==> config.mk <==
export PLATFORM = sky130hd
export DESIGN_NAME = pic_cmd_if
export DESIGN_NICKNAME = d
export VERILOG_FILES = /design/src/rtl/pic_cmd_pkg.sv /design/src/rtl/pic_prio_pick.sv /design/src/rtl/pic_cmd_decode.sv /design/src/rtl/pic_cmd_regs.sv /design/src/rtl/pic_cmd_if.sv
export SDC_FILE = /design/constraint.sdc
export NUM_CORES = 1
export LEC_CHECK = 0
export CORE_UTILIZATION = 65
export CTS_CLUSTER_DIAMETER = 60
export DETAILED_ROUTE_END_ITERATION = 10
export DONT_BUFFER_PORTS = 1
export PLACE_DENSITY = 0.81
export REMOVE_ABC_BUFFERS = 1
export SETUP_SLACK_MARGIN = 0.05
export SKIP_LAST_GASP = 1
export SYNTH_ARGS = -nofsm -noshare
export SYNTH_HDL_FRONTEND = slang
export SYNTH_SLANG_ARGS = --single-unit
==> constraint.sdc <==
create_clock -name clk -period 7.9 [get_ports clk]
set_clock_uncertainty 0.1 [all_clocks]
set_input_delay 0.79 -clock clk [delete_from_list [all_inputs] [get_ports clk]]
set_output_delay 0.79 -clock clk [all_outputs]
set_load 0.02 [all_outputs]
==> src/rtl/pic_cmd_pkg.sv <==
package pic_cmd_pkg;
  localparam int NLINE = 8;
  localparam int LW    = $clog2(NLINE);
  localparam int RW    = LW + 1;
  localparam int DW    = 8;

  typedef enum logic [1:0] {ST_RUN, ST_BASE, ST_SKIP, ST_MODE} init_st_e;

  typedef enum logic [2:0] {
    OP_ROT_OFF  = 3'd0,
    OP_EOI      = 3'd1,
    OP_NOP      = 3'd2,
    OP_EOI_AT   = 3'd3,
    OP_ROT_ON   = 3'd4,
    OP_EOI_ROT  = 3'd5,
    OP_SET_BASE = 3'd6,
    OP_AT_ROT   = 3'd7
  } op_e;

  typedef struct packed {
    logic init;
    logic word;
    logic rdcmd;
    logic op_vld;
    op_e  op;
  } cmd_t;

  // lowest set index of a vector, NLINE when empty
  function automatic logic [RW-1:0] first_set(input logic [NLINE-1:0] v);
    logic [RW-1:0] r;
    r = RW'(NLINE);
    for (int i = NLINE - 1; i >= 0; i--)
      if (v[i]) r = RW'(i);
    return r;
  endfunction

  function automatic logic [NLINE-1:0] line_bit(input logic [LW-1:0] l);
    return NLINE'(1) << l;
  endfunction

  function automatic logic [LW-1:0] next_line(input logic [LW-1:0] l);
    return l + LW'(1);
  endfunction
endpackage

==> src/rtl/pic_prio_pick.sv <==
module pic_prio_pick
  import pic_cmd_pkg::*;
(
  input  logic [NLINE-1:0] req_i,
  input  logic [NLINE-1:0] isr_i,
  input  logic [LW-1:0]    base_i,
  output logic             win_vld_o,
  output logic [LW-1:0]    win_line_o,
  output logic             top_vld_o,
  output logic [LW-1:0]    top_line_o
);
  logic [NLINE-1:0] req_rot;
  logic [NLINE-1:0] isr_rot;
  logic [RW-1:0]    req_rk;
  logic [RW-1:0]    isr_rk;

  // rank r holds line (r + base) mod NLINE
  for (genvar r = 0; r < NLINE; r++) begin : g_rot
    localparam logic [LW-1:0] RK = LW'(r);
    assign req_rot[r] = req_i[RK + base_i];
    assign isr_rot[r] = isr_i[RK + base_i];
  end

  assign req_rk     = first_set(req_rot);
  assign isr_rk     = first_set(isr_rot);
  assign win_vld_o  = req_rk < isr_rk;
  assign win_line_o = req_rk[LW-1:0] + base_i;
  assign top_vld_o  = !isr_rk[LW];
  assign top_line_o = isr_rk[LW-1:0] + base_i;
endmodule

==> src/rtl/pic_cmd_decode.sv <==
module pic_cmd_decode
  import pic_cmd_pkg::*;
(
  input  logic          wr_i,
  input  logic          addr_i,
  input  logic [DW-1:0] wdata_i,
  output cmd_t          cmd_o
);
  always_comb begin
    cmd_o        = '0;
    cmd_o.op     = op_e'(wdata_i[7:5]);
    if (wr_i) begin
      if (addr_i) begin
        cmd_o.word = 1'b1;
      end else if (wdata_i[4]) begin
        cmd_o.init = 1'b1;
      end else if (wdata_i[3]) begin
        cmd_o.rdcmd = 1'b1;
      end else begin
        cmd_o.op_vld = 1'b1;
      end
    end
  end
endmodule

==> src/rtl/pic_cmd_regs.sv <==
module pic_cmd_regs
  import pic_cmd_pkg::*;
(
  input  logic             clk,
  input  logic             rst_n,
  input  cmd_t             cmd_i,
  input  logic [DW-1:0]    wdata_i,
  input  logic             ack_hit_i,
  input  logic             poll_rd_i,
  input  logic             poll_hit_i,
  input  logic [LW-1:0]    win_line_i,
  input  logic             top_vld_i,
  input  logic [LW-1:0]    top_line_i,
  output init_st_e         st_o,
  output logic [NLINE-1:0] imr_o,
  output logic [NLINE-1:0] isr_o,
  output logic [LW-1:0]    base_o,
  output logic [DW-1:0]    vbase_o,
  output logic             rsel_o,
  output logic             poll_o,
  output logic             smask_o,
  output logic             nest_o,
  output logic             aeoi_o,
  output logic             rot_o,
  output logic [NLINE-1:0] isr_set_o,
  output logic [NLINE-1:0] isr_clr_o
);
  localparam logic [DW-1:0] VB_MASK = ~DW'(NLINE - 1);

  logic          ic4_q;
  logic [LW-1:0] base_nxt;
  logic [LW-1:0] at_line;

  assign at_line = wdata_i[LW-1:0];

  always_comb begin
    isr_set_o = (ack_hit_i && !aeoi_o) ? line_bit(win_line_i) : '0;
    isr_clr_o = poll_hit_i ? line_bit(win_line_i) : '0;
    base_nxt  = base_o;
    if (ack_hit_i && aeoi_o && rot_o)
      base_nxt = next_line(win_line_i);
    if (cmd_i.op_vld) begin
      unique case (cmd_i.op)
        OP_EOI: if (top_vld_i) isr_clr_o = isr_clr_o | line_bit(top_line_i);
        OP_EOI_ROT: if (top_vld_i) begin
          isr_clr_o = isr_clr_o | line_bit(top_line_i);
          base_nxt  = next_line(top_line_i);
        end
        OP_EOI_AT: isr_clr_o = isr_clr_o | line_bit(at_line);
        OP_AT_ROT: begin
          isr_clr_o = isr_clr_o | line_bit(at_line);
          base_nxt  = next_line(at_line);
        end
        OP_SET_BASE: base_nxt = next_line(at_line);
        default: ;
      endcase
    end
  end

  always_ff @(posedge clk or negedge rst_n) begin
    if (!rst_n) begin
      st_o    <= ST_RUN;
      ic4_q   <= 1'b0;
      imr_o   <= '0;
      isr_o   <= '0;
      base_o  <= '0;
      vbase_o <= '0;
      rsel_o  <= 1'b0;
      poll_o  <= 1'b0;
      smask_o <= 1'b0;
      nest_o  <= 1'b0;
      aeoi_o  <= 1'b0;
      rot_o   <= 1'b0;
    end else if (cmd_i.init) begin
      st_o    <= ST_BASE;
      ic4_q   <= wdata_i[0];
      imr_o   <= '0;
      isr_o   <= '0;
      base_o  <= '0;
      vbase_o <= '0;
      rsel_o  <= 1'b0;
      poll_o  <= 1'b0;
      smask_o <= 1'b0;
      nest_o  <= 1'b0;
      aeoi_o  <= 1'b0;
      rot_o   <= 1'b0;
    end else begin
      isr_o  <= (isr_o | isr_set_o) & ~isr_clr_o;
      base_o <= base_nxt;
      if (cmd_i.word) begin
        unique case (st_o)
          ST_RUN:  imr_o <= wdata_i[NLINE-1:0];
          ST_BASE: begin
            vbase_o <= wdata_i & VB_MASK;
            st_o    <= ST_SKIP;
          end
          ST_SKIP: st_o <= ic4_q ? ST_MODE : ST_RUN;
          ST_MODE: begin
            nest_o <= wdata_i[4];
            aeoi_o <= wdata_i[1];
            st_o   <= ST_RUN;
          end
          default: st_o <= ST_RUN;
        endcase
      end
      if (poll_rd_i) poll_o <= 1'b0;
      if (cmd_i.rdcmd) begin
        if (wdata_i[2]) poll_o  <= 1'b1;
        if (wdata_i[1]) rsel_o  <= wdata_i[0];
        if (wdata_i[6]) smask_o <= wdata_i[5];
      end
      if (cmd_i.op_vld && cmd_i.op == OP_ROT_OFF) rot_o <= 1'b0;
      if (cmd_i.op_vld && cmd_i.op == OP_ROT_ON)  rot_o <= 1'b1;
    end
  end
endmodule

==> src/rtl/pic_cmd_if.sv <==
module pic_cmd_if
  import pic_cmd_pkg::*;
(
  input  logic             clk,
  input  logic             rst_n,
  input  logic             addr_i,
  input  logic             wr_i,
  input  logic             rd_i,
  input  logic [DW-1:0]    wdata_i,
  output logic [DW-1:0]    rdata_o,
  input  logic [NLINE-1:0] pend_i,
  output logic [NLINE-1:0] pend_clr_o,
  input  logic             ack_i,
  output logic [DW-1:0]    vec_o,
  output logic             irq_o,
  output logic             nest_o,
  output logic             smask_o
);
  localparam logic [LW-1:0] SPUR_LINE = LW'(NLINE - 1);

  cmd_t             cmd;
  init_st_e         st;
  logic [NLINE-1:0] imr, isr, isr_set, isr_clr;
  logic [LW-1:0]    rb, win_line, top_line;
  logic [DW-1:0]    vbase;
  logic             rsel, poll, aeoi, rot;
  logic             win_vld, top_vld;
  // named events for the checker
  logic             ev_init, ack_hit, poll_rd, poll_hit;
  logic [LW-1:0]    resp_line;

  pic_cmd_decode u_dec (
    .wr_i    (wr_i),
    .addr_i  (addr_i),
    .wdata_i (wdata_i),
    .cmd_o   (cmd)
  );

  pic_prio_pick u_pick (
    .req_i      (pend_i & ~imr),
    .isr_i      (isr),
    .base_i     (rb),
    .win_vld_o  (win_vld),
    .win_line_o (win_line),
    .top_vld_o  (top_vld),
    .top_line_o (top_line)
  );

  assign ev_init  = cmd.init;
  assign ack_hit  = ack_i && win_vld;
  assign poll_rd  = rd_i && poll;
  assign poll_hit = poll_rd && win_vld;

  pic_cmd_regs u_regs (
    .clk        (clk),
    .rst_n      (rst_n),
    .cmd_i      (cmd),
    .wdata_i    (wdata_i),
    .ack_hit_i  (ack_hit),
    .poll_rd_i  (poll_rd),
    .poll_hit_i (poll_hit),
    .win_line_i (win_line),
    .top_vld_i  (top_vld),
    .top_line_i (top_line),
    .st_o       (st),
    .imr_o      (imr),
    .isr_o      (isr),
    .base_o     (rb),
    .vbase_o    (vbase),
    .rsel_o     (rsel),
    .poll_o     (poll),
    .smask_o    (smask_o),
    .nest_o     (nest_o),
    .aeoi_o     (aeoi),
    .rot_o      (rot),
    .isr_set_o  (isr_set),
    .isr_clr_o  (isr_clr)
  );

  assign resp_line = win_vld ? win_line : SPUR_LINE;
  assign vec_o     = vbase + DW'(resp_line);
  assign irq_o     = win_vld && (st == ST_RUN);

  always_comb begin
    pend_clr_o = '0;
    if (ev_init) pend_clr_o = '1;
    else begin
      if (ack_hit)  pend_clr_o = pend_clr_o | line_bit(win_line);
      if (poll_hit) pend_clr_o = pend_clr_o | line_bit(win_line);
    end
  end

  always_comb begin
    if (poll)        rdata_o = DW'(resp_line);
    else if (addr_i) rdata_o = DW'(imr);
    else if (rsel)   rdata_o = DW'(isr);
    else             rdata_o = DW'(pend_i);
  end
endmodule

==> run metrics <==
maximum clock frequency=153.8 MHz; Final Cell Area=3827 um2; synth warn=0; IO Count=49; synth top area cells=dfrtp_1 22%, mux4_2 11%, ha_1 8.0%; Slew Limit Fails=0; Clock Tree Root=clkbuf_8; Inserted Clock Buffers=5; later-pin clock latency in the skew report=0.29 ns; top-area cell type share of the netlist area=22.06%; first-pass GRT wire length=15,760 um; Final Hold Vio Count=0; ys flop type=dfrtp_1; die area=6067 um2; Syn-to-layout area delta=2.239%; initial antenna violation count=0; CTS Sinks=33; CTS tree=yes; I/O Buffers=0; post-synth top area cell=dfrtp_1; critical path class=register to output port; Async SR Flop Fraction=100.0%; routed via count=3,158; via density per instance=6.733; FP Rows=27; routed wire length=9719 um; Post-DRT Antenna Nets=0; minimum clock period=6.502 ns; outcome=complete, no violations; cts-stage hold buffer count=0; Seq/Total Area, Yosys=22.06%; Final setup viols=0; GRT overflow=0; Worst slew margin=28.27%; final std cells w/o fill=469; Syn Std Cell Area=3744 um2; pin count of the biggest net entering global routing=34; Worst Setup Start Kind=register; EDFF count, synth=0; number of post-CTS setup repair buffers=0; fin crit share=82.31%; CP Capture Type=output port; MaxCap Viol Count=0; Worst Tran Pin Value=1.076 ns; unrepaired setup endpoints after global routing=no; Initial Utilization=67.57%; clk buf depth=2; syn avg cell area=9.131 um2; vias in the first global route=3,054; CTS H-tree lvls=2; Pre-antenna DRT Iters=5; post-synthesis register bit count=33; DP Wirelength=7492 um; Clk pin slew, worst setup/hold paths=0.07 ns; Resize count post-CTS=0; nets=444; Antenna Cells=0; most frequent cell after synthesis=nand2_1; DRC=0; share of cells above drive strength 1=13.35%; GRT Overall Usage=34.14%; post-synth cell types=66; post-DR wirelength/cell=20.72 um; Arr. time, crit path=5.61 ns; critical path data required time=7.01 ns; die height=77.89 um; Sum Neg Setup Slack=0 ns; placer congestion estimate=0.9343; Post-synth top cells=56 x nand2_1, 33 x dfrtp_1, 27 x mux2i_1; area of the core=5540 um2; Placed Cells incl. Taps=461; Initial DRC Count=351; Die W=77.89 um; Worst Hold Class=primary input to async pin; placed cell area=3712 um2; Cells after Synth=410; CP max FO=18
registers in the layout, summed over array words and instances (netlist names):
register        cells
u_regs.imr_o        8
u_regs.isr_o        8
u_regs.vbase_o      5
u_regs.base_o       3
u_regs.st_o         2
u_regs.aeoi_o       1
u_regs.ic4_q        1
u_regs.nest_o       1
u_regs.poll_o       1
u_regs.rot_o        1
u_regs.rsel_o       1
u_regs.smask_o      1
cell type report:
| type | instances | area, um2 |
|---|---|---|
| Clock buffer | 5 | 68.82 |
| Clock inverter | 3 | 46.29 |
| Fill cell | 433 | 1713 |
| Inverter | 25 | 93.84 |
| Multi-Input combinational cell | 331 | 2703 |
| Sequential cell | 33 | 825.8 |
| Tap cell | 72 | 90.09 |
cell families after synthesis:
logic type / Yosys count / synth area share [%]
buf+inv: 46 / 5.748
compound gates: 109 / 20.66
mux: 53 / 21.46
flops: 33 / 22.06
simple gates: 136 / 17.85
xor+xnor: 7 / 3.142
fa+ha+maj: 26 / 9.091
metal layers:
metal / track usage (%) / wire length (um) / vias up
met5: 0 / 0 / -
met4: 14.81 / 352 / 0
met3: 6.000 / 678 / 26
met2: 55.13 / 4701 / 125
met1: 45.04 / 3987 / 1533
li1: - / - / 1474
critical path, stage by stage, from the launching register on:
cell	delay, ns
dfrtp_1	0.92
inv_2	0.26
ha_1	0.70
mux2i_1	0.21
mux4_2	0.53
a22oi_1	0.36
nand4b_1	0.37
ha_1	0.33
a211oi_1	0.30
o221ai_2	0.18
a31oi_4	0.23
a21oi_4	0.12
or2_1	0.40
o21ai_1	0.42
path summary, 6_finish.rpt:
kind / cells past startpoint / end / startpoint / slack [ns]
worst max-delay path: 13 / pend_clr_o[7] / u_regs.base_o[0]$_DFF_PN0_ / 1.40
worst min-delay path: 0 / u_regs.vbase_o[4]$_DFFE_PN0P_ / rst_n / 0.08
worst max register to register: 16 / u_regs.isr_o[3]$_DFF_PN0_ / u_regs.base_o[0]$_DFF_PN0_ / 2.29
worst min register to register: 2 / u_regs.ic4_q$_DFFE_PN0P_ / u_regs.ic4_q$_DFFE_PN0P_ / 0.40
max in group asynchronous: 0 / u_regs.isr_o[7]$_DFF_PN0_ / rst_n / 7.53
min in group clk: 2 / u_regs.ic4_q$_DFFE_PN0P_ / u_regs.ic4_q$_DFFE_PN0P_ / 0.40
through the flow:
| step | util [%] | hold slack (ns) | setup WS (ns) |
|---|---|---|---|
| after floorplan | - | 0.3495 | 2.502 |
| after global placement | 67.01 | 0.3760 | 2.075 |
| after detailed placement | 67.01 | 0.3779 | 1.746 |
| after CTS | 69.08 | 0.07699 | 1.431 |
| after global routing | 69.08 | 0.07295 | 1.039 |
| final | 69.08 | 0.08376 | 1.398 |
cells in the final DEF, fill, tap and decap left out, types with 2 or more instances in the layout:
cell type / instances
a2111oi_1: 5
nor2b_1: 17
or2_2: 2
a21oi_1: 18
a221oi_1: 5
mux4_2: 18
a22oi_1: 4
fa_1: 2
mux2i_4: 2
mux2i_1: 27
nand2_1: 56
a32oi_1: 2
o21ai_1: 11
nor2_1: 22
nand3_1: 5
xor2_1: 2
o31ai_1: 3
a221oi_2: 2
nand2b_1: 10
nor3b_1: 2
inv_1: 21
xnor2_4: 2
dfrtp_1: 33
and2_1: 7
o22ai_1: 2
inv_2: 4
o21ai_0: 26
clkbuf_8: 5
ha_1: 24
nand4_1: 3
a31oi_1: 10
o21a_1: 3
mux2_2: 4
a32o_1: 2
a22o_1: 3
nor3_1: 3
xnor2_1: 2
and2_0: 2
Power is left out: the tool's default activity adds up to more than one toggle a clock period on the data nets, which glitch-free logic cannot reach.
